$ cat src/rtl/victim_pkg.sv
package victim_pkg;

  typedef enum logic {
    SEL_COUNTER = 1'b0,
    SEL_FLOOR   = 1'b1
  } reg_sel_e;

  typedef enum logic [1:0] {
    ACT_HOLD = 2'd0,
    ACT_STEP = 2'd1,
    ACT_WRAP = 2'd2,
    ACT_LOAD = 2'd3
  } cnt_act_e;

endpackage

$ cat src/rtl/victim_floor_reg.sv
module victim_floor_reg #(
  parameter int IDX_W = 6,
  parameter int REG_W = 32
) (
  input  logic             clk,
  input  logic             rst,
  input  logic             load,
  input  logic [REG_W-1:0] din,
  output logic [IDX_W-1:0] q
);

  always_ff @(posedge clk) begin
    if (rst)       q <= '0;
    else if (load) q <= din[IDX_W-1:0];
  end

endmodule

$ cat src/rtl/victim_step_ctrl.sv
module victim_step_ctrl
  import victim_pkg::*;
#(
  parameter int IDX_W = 6
) (
  input  logic             retire,
  input  logic             floor_load,
  input  logic [IDX_W-1:0] cur,
  input  logic [IDX_W-1:0] floor_v,
  output cnt_act_e         act
);

  logic at_or_below;

  assign at_or_below = (cur <= floor_v);

  always_comb begin
    if (floor_load)       act = ACT_LOAD;
    else if (!retire)     act = ACT_HOLD;
    else if (at_or_below) act = ACT_WRAP;
    else                  act = ACT_STEP;
  end

endmodule

$ cat src/rtl/victim_counter.sv
module victim_counter
  import victim_pkg::*;
#(
  parameter int IDX_W   = 6,
  parameter int TOP_IDX = 31
) (
  input  logic             clk,
  input  logic             rst,
  input  cnt_act_e         act,
  output logic [IDX_W-1:0] q
);

  localparam logic [IDX_W-1:0] TOP_V = IDX_W'(TOP_IDX);

  always_ff @(posedge clk) begin
    if (rst) begin
      q <= TOP_V;
    end else begin
      unique case (act)
        ACT_STEP: q <= q - 1'b1;
        ACT_WRAP,
        ACT_LOAD: q <= TOP_V;
        default:  q <= q;
      endcase
    end
  end

endmodule

$ cat src/rtl/victim_readout.sv
module victim_readout #(
  parameter int IDX_W = 6,
  parameter int REG_W = 32
) (
  input  logic [IDX_W-1:0] val,
  output logic [REG_W-1:0] word
);

  localparam int PAD_W = REG_W - IDX_W;

  generate
    if (PAD_W > 0) begin : g_pad
      assign word = {{PAD_W{1'b0}}, val};
    end else begin : g_nopad
      assign word = val[REG_W-1:0];
    end
  endgenerate

endmodule

$ cat src/rtl/victim_index_gen.sv
module victim_index_gen
  import victim_pkg::*;
#(
  parameter int IDX_W   = 6,
  parameter int REG_W   = 32,
  parameter int TOP_IDX = 31
) (
  input  logic             clk,
  input  logic             rst,
  input  logic             retire,
  input  logic             wr_en,
  input  logic             wr_sel,
  input  logic [REG_W-1:0] wr_data,
  output logic [REG_W-1:0] rd_random,
  output logic [REG_W-1:0] rd_wired
);

  logic             floor_load;
  logic [IDX_W-1:0] floor_q;
  logic [IDX_W-1:0] cnt_q;
  cnt_act_e         act;

  assign floor_load = wr_en && (reg_sel_e'(wr_sel) == SEL_FLOOR);

  victim_floor_reg #(.IDX_W(IDX_W), .REG_W(REG_W)) u_floor (
    .clk  (clk),
    .rst  (rst),
    .load (floor_load),
    .din  (wr_data),
    .q    (floor_q)
  );

  victim_step_ctrl #(.IDX_W(IDX_W)) u_ctrl (
    .retire     (retire),
    .floor_load (floor_load),
    .cur        (cnt_q),
    .floor_v    (floor_q),
    .act        (act)
  );

  victim_counter #(.IDX_W(IDX_W), .TOP_IDX(TOP_IDX)) u_cnt (
    .clk (clk),
    .rst (rst),
    .act (act),
    .q   (cnt_q)
  );

  victim_readout #(.IDX_W(IDX_W), .REG_W(REG_W)) u_rd_cnt (
    .val  (cnt_q),
    .word (rd_random)
  );

  victim_readout #(.IDX_W(IDX_W), .REG_W(REG_W)) u_rd_floor (
    .val  (floor_q),
    .word (rd_wired)
  );

endmodule

$ cat config.mk
export PLATFORM = sky130hd
export DESIGN_NAME = victim_index_gen
export DESIGN_NICKNAME = d
export VERILOG_FILES = /design/src/rtl/victim_pkg.sv /design/src/rtl/victim_floor_reg.sv /design/src/rtl/victim_step_ctrl.sv /design/src/rtl/victim_counter.sv /design/src/rtl/victim_readout.sv /design/src/rtl/victim_index_gen.sv
export SDC_FILE = /design/constraint.sdc
export NUM_CORES = 1
export LEC_CHECK = 0
export ABC_AREA = 1
export BUFFER_PORTS_ARGS = -buffer_cell sky130_fd_sc_hd__clkbuf_2
export CAP_MARGIN = 20
export CORE_MARGIN = 2
export CORE_UTILIZATION = 42
export DETAILED_ROUTE_END_ITERATION = 6
export GPL_TIMING_DRIVEN = 0
export PLACE_DENSITY_LB_ADDON = 0.3
export SLEW_MARGIN = 20
export SYNTH_ARGS = -nofsm -noshare
export SYNTH_HDL_FRONTEND = slang
export SYNTH_HIERARCHICAL = 1
export SYNTH_SLANG_ARGS = --single-unit
$ cat constraint.sdc
create_clock -name clk -period 3.95 [get_ports clk]
set_input_delay 0.1975 -clock clk [delete_from_list [all_inputs] [get_ports clk]]
set_output_delay 0.1975 -clock clk [all_outputs]
set_load 0.02 [all_outputs]
After elaboration in Yosys (flattened, before gate mapping). Index checks and enable logic that the tools add are counted.

Bits in registers: 12. Input port bits: 37. Output and inout port bits: 64. Word-level logic and storage cells: 14.

Add/sub/neg operators: 1. $lt $le $gt $ge: 1. Eq/ne operators: 3. Multiplexer cells: 4. Reductions and logical operators: 3.

Operators by type and width (number): $pmux W6 S2 (1); $le A6 B6 Y1 (1); $mux W2 (3); $sub A6 B1 Y6 const B (1); $eq A2 B2 Y1 const B (2); $eq A2 B1 Y1 const B (1); $reduce_bool A2 Y1 (1); $reduce_or A2 Y1 (1); $logic_and A1 B1 Y1 (1).

Depth between registers and ports, before layout.
Word-level depth: 7. Mapped depth: 15. Gate-level depth less buffers: 15.

Cells and area by module. Netlist, hierarchy kept.

Modules (own cells, without submodules): victim_readout (instances 2, cells an instance 33, area an instance 244.0 um^2); victim_counter (instances 1, cells an instance 38, area an instance 287.8 um^2); victim_floor_reg (instances 1, cells an instance 38, area an instance 247.7 um^2); victim_step_ctrl (instances 1, cells an instance 34, area an instance 192.7 um^2); victim_index_gen (instances 1, cells an instance 2, area an instance 7.5 um^2).

Least setup slack after synthesis. OpenSTA, ideal clock, no wires.

Kind: register to register. From: reg u_floor.q[5]. To: reg u_cnt.q[2]. Library setup time: 0.122 ns. Data arrival time: 1.472 ns. Required time: 3.828 ns. Slack: 2.356 ns. Cell stages (with the launch flop): 13. Buffers on the path: 0. Path through: dfxtp_1 -> inv_1 -> ha_1 -> nand2_1 -> nor2_2 -> nand3_1 -> nand3_1 -> nand2_1 -> inv_2 -> nand2_1 -> nand2_1 -> xor2_1 -> nand2_1.

Word-level cells in the longest chain between the ends: 7.

Ends and longest elaborated chain: from (decl) (RTL line victim_floor_reg.sv:9) `output logic [IDX_W-1:0] q`; from (signal assigned) (RTL line victim_floor_reg.sv:14) `else if (load) q <= din[IDX_W-1:0];`; $le A6 B6 Y1 * (RTL line victim_step_ctrl.sv:15) `assign at_or_below = (cur <= floor_v);`; $mux W2 * (RTL line victim_step_ctrl.sv:20) `else if (at_or_below) act = ACT_WRAP;`; $mux W2 * (RTL line victim_step_ctrl.sv:19) `else if (!retire) act = ACT_HOLD;`; $mux W2 * (RTL line victim_step_ctrl.sv:18) `if (floor_load) act = ACT_LOAD;`; net act[0] (RTL line victim_index_gen.sv:21) `cnt_act_e act;`; $eq A2 B2 Y1 (RTL line victim_counter.sv:19) `unique case (act)`; $reduce_or A2 Y1 (RTL line victim_counter.sv:19); $pmux W6 S2 or $reduce_bool A2 Y1 (tied branches); to (signal assigned) (RTL line victim_counter.sv:20) `ACT_STEP: q <= q - 1'b1;`; to (signal assigned) (RTL line victim_counter.sv:23) `default: q <= q;`; to (decl) (RTL line victim_counter.sv:10) `output logic [IDX_W-1:0] q`.

Mark *: on every way through the listed nets, which the timed path passes. The rest lies on a longest branch. A chain may end at the register's enable or synchronous reset.

Worst setup path after layout.
From: reg u_floor.q[5]. To: reg u_cnt.q[1].

The elaborated chain is that of the path after synthesis.

==> results.toml <==
[timing]
min_period_ns = 1.86
fin_skew_ns = 0.00161
fmax_mhz = 537
fin_crit_sh_pct = 47.2
fin_ws_ns = 2.09
whs_ns = 0.170
setup_tns_ns = 0
setup_viol = 0
hold_viol_final = 0
slew_viol_final = 0
rsz0062_at_grt = "no"

[clocking]
clk_latency_ns = 0.27
post_cts_resized = 0
hold_buffers = 0
root_buffer = "clkbuf_4"
cts_made_buffers = 3
post-cts-setup-buffers = 0
cts.sinks = 12
htreeDepth = 1
clk_path_buf_depth = 2
cts_tree = "built"
path_clk_slew_ns = 0.07

[yosys]
yosysWarnings = 6
synthTopCellsByCount = "buf_4, nand2_1, inv_1, nor2_1, dfxtp_1"
synthFlopType = "dfxtp_1"
yosys-top-cells-area = "buf_4, dfxtp_1, nand2_1"
synth-edff-count = 0
syn_avg_cell_area_um2 = 6.87
ys_seq_area_share_pct = 19.6
synth_seq_cells = 12
synthArstFlopShare_pct = 0
post_synth_num_cell_types = 20
synth_top_area_share_pct = 39.3
yosysTopAreaCell = "buf_4"
syn_inst = 178
synthesis.area_um2 = 1220
yosys.cell_count.top_type = "buf_4"

[setup_path]
slowest_delay_ns = 0.35
reg2reg_from = "u_floor/q[5]"
arrival_ns = 2.00
reg2reg_to = "u_cnt/q[1]"
rr_worst_depth = 11
path_max_fanout = 5
required_ns = 4.08
cpMaxStageDelayCell = "dfxtp_1"
cp-end-kind = "flip-flop"
worstSetupPathType = "reg2reg"
rrSetupSlack_ns = 2.09
cpMostUsedCell = "nand2_1"
endpoint = "u_cnt/q[1]"
setup.worst_path.start = "u_floor/q[5]"
crit_chain = "inv_1, ha_1, nand2_1, nor2_2, nand2_1, nand3_2, nand2_1, nand2_1, nand2_1, nor2_1, o221ai_1"
startpoint_type = "flip-flop"

[pwr]
ir_worst_vdd_mv = 0.145
p_leak_nw = 1.03
power_density_nw_per_um2 = 229
power.total_uw = 363

[placement]
io_buffer_count = 22
place_ws_ns = 2.13
numPlacedInstances = 281
gp_congestion = 0.738
place_area_um2 = 1560
hpwl_um = 1690

[layout]
fin_area_um2 = 1580
regArea_um2 = 240
multi_input_area_um2 = 586
n_fill_cell = 273
syn_to_final_growth_pct = 29.3
antenna_cells = 0
drive_gt1_share_pct = 37.9
nets = 299
final_cells = 284
final_util_pct = 57.4

[global_route]
grt_usage_pct = 10.7
grt_max_degree = 11
grt-ovfl-total = 0
antenna_found_initial = 0
grt_pass1_wl_um = 2790
grt_pass1_vias = 714

[detailed_routing]
ant_nets = 0
dr.pass1.iters = 4
totalWireLength_um = 1920
post_drt_wl_per_cell_um = 6.76
drc = 0
vias = 1004
drt_iter0_markers = 15
routed_via_density = 3.54

[floorplanning]
die_h_um = 58.0
core.rowCount = 19
die_area_um2 = 3360
die_x_um = 58.0
start_util_pct = 44.4
fp.coreArea_um2 = 2760
ios = 101

[hold_path]
hold_path.class = "in2reg"

[run]
drv_cap = 0

[status]
status = "finished clean"
[cell usage in the layout (no fill, tap or decap)]
cell type,synthesis,final
ha_1,7,7
clkbuf_4,0,3
conb_1,2,52
nand3_2,2,2
buf_4,64,64
clkbuf_2,0,22
o221ai_1,1,1
inv_2,1,1
nor2_4,1,1
buf_6,1,1
inv_1,24,24
nand3_1,5,5
nand2_1,33,33
nor2_2,2,2
nor3_1,1,1
xor2_1,1,1
a21oi_1,1,1
nand4_1,1,1
dfxtp_1,12,12
o21ai_0,1,1
nor2_1,17,17
nand3b_1,1,1
[area by class of cell]
cell class / count / share of cell area, %
inverters: 25 / 5.93
well taps: 31 / 2.45
multi-input cells: 126 / 37.0
plain buffers: 65 / 31.1
repair buffers: 22 / 6.96
clock buffers: 3 / 1.42
flip-flops and latches: 12 / 15.2
[critical path: cells and delay by family (launching register included)]
| kind | cells | cell delay (ns) |
|---|---|---|
| simple gates | 8 | 0.86 |
| flops | 1 | 0.35 |
| fa+ha+maj | 1 | 0.28 |
| compound gates | 1 | 0.18 |
| buf+inv | 1 | 0.05 |
[report_power, final]
group	internal, mW	leakage [nW]	switching [mW]
registers	0.127	0.0985	0.00618
logic	0.0652	0.919	0.0890
clock network	0.0352	0.0138	0.0402
total	0.228	1.03	0.135
[logic make-up (layout without fill, tap and decap cells)]
| kind of cell | Yosys count | in the layout | synth area share [%] |
|---|---|---|---|
| buffers and inverters | 90 | 115 | 47.9 |
| other | 2 | 52 | 0.614 |
| and+or+nand+nor | 63 | 63 | 22.5 |
| adders and majority gates | 7 | 7 | 7.16 |
| AOI/OAI and AO/OA | 3 | 3 | 1.53 |
| xor gates and xnor gates | 1 | 1 | 0.716 |
| DFF | 12 | 12 | 19.6 |
[layer usage]
layer,wire length [µm],vias up,global-route usage (%)
met3,149,2,1.34
met1,814,392,13.5
li1,-,568,-
met5,0,-,0
met4,22,0,6.98
met2,934,42,17.0
[worst min path at each step]
stage          depth (start not counted)  slack [ns]  from         end
6_report                               3        0.17   rst  u_cnt/q[0]
5_1_grt                                3        0.19   rst  u_cnt/q[0]
4_1_cts                                3        0.17   rst  u_cnt/q[0]
3_5_place_dp                           3        0.44   rst  u_cnt/q[0]
3_3_place_gp                           3        0.45   rst  u_cnt/q[0]
2_1_floorplan                          2        0.30   rst  u_cnt/q[0]
[flip-flops by register name (all words and copies together), names as in the netlist]
register   count
u_floor/q      6
u_cnt/q        6
Power figures use the tool's default switching activity.
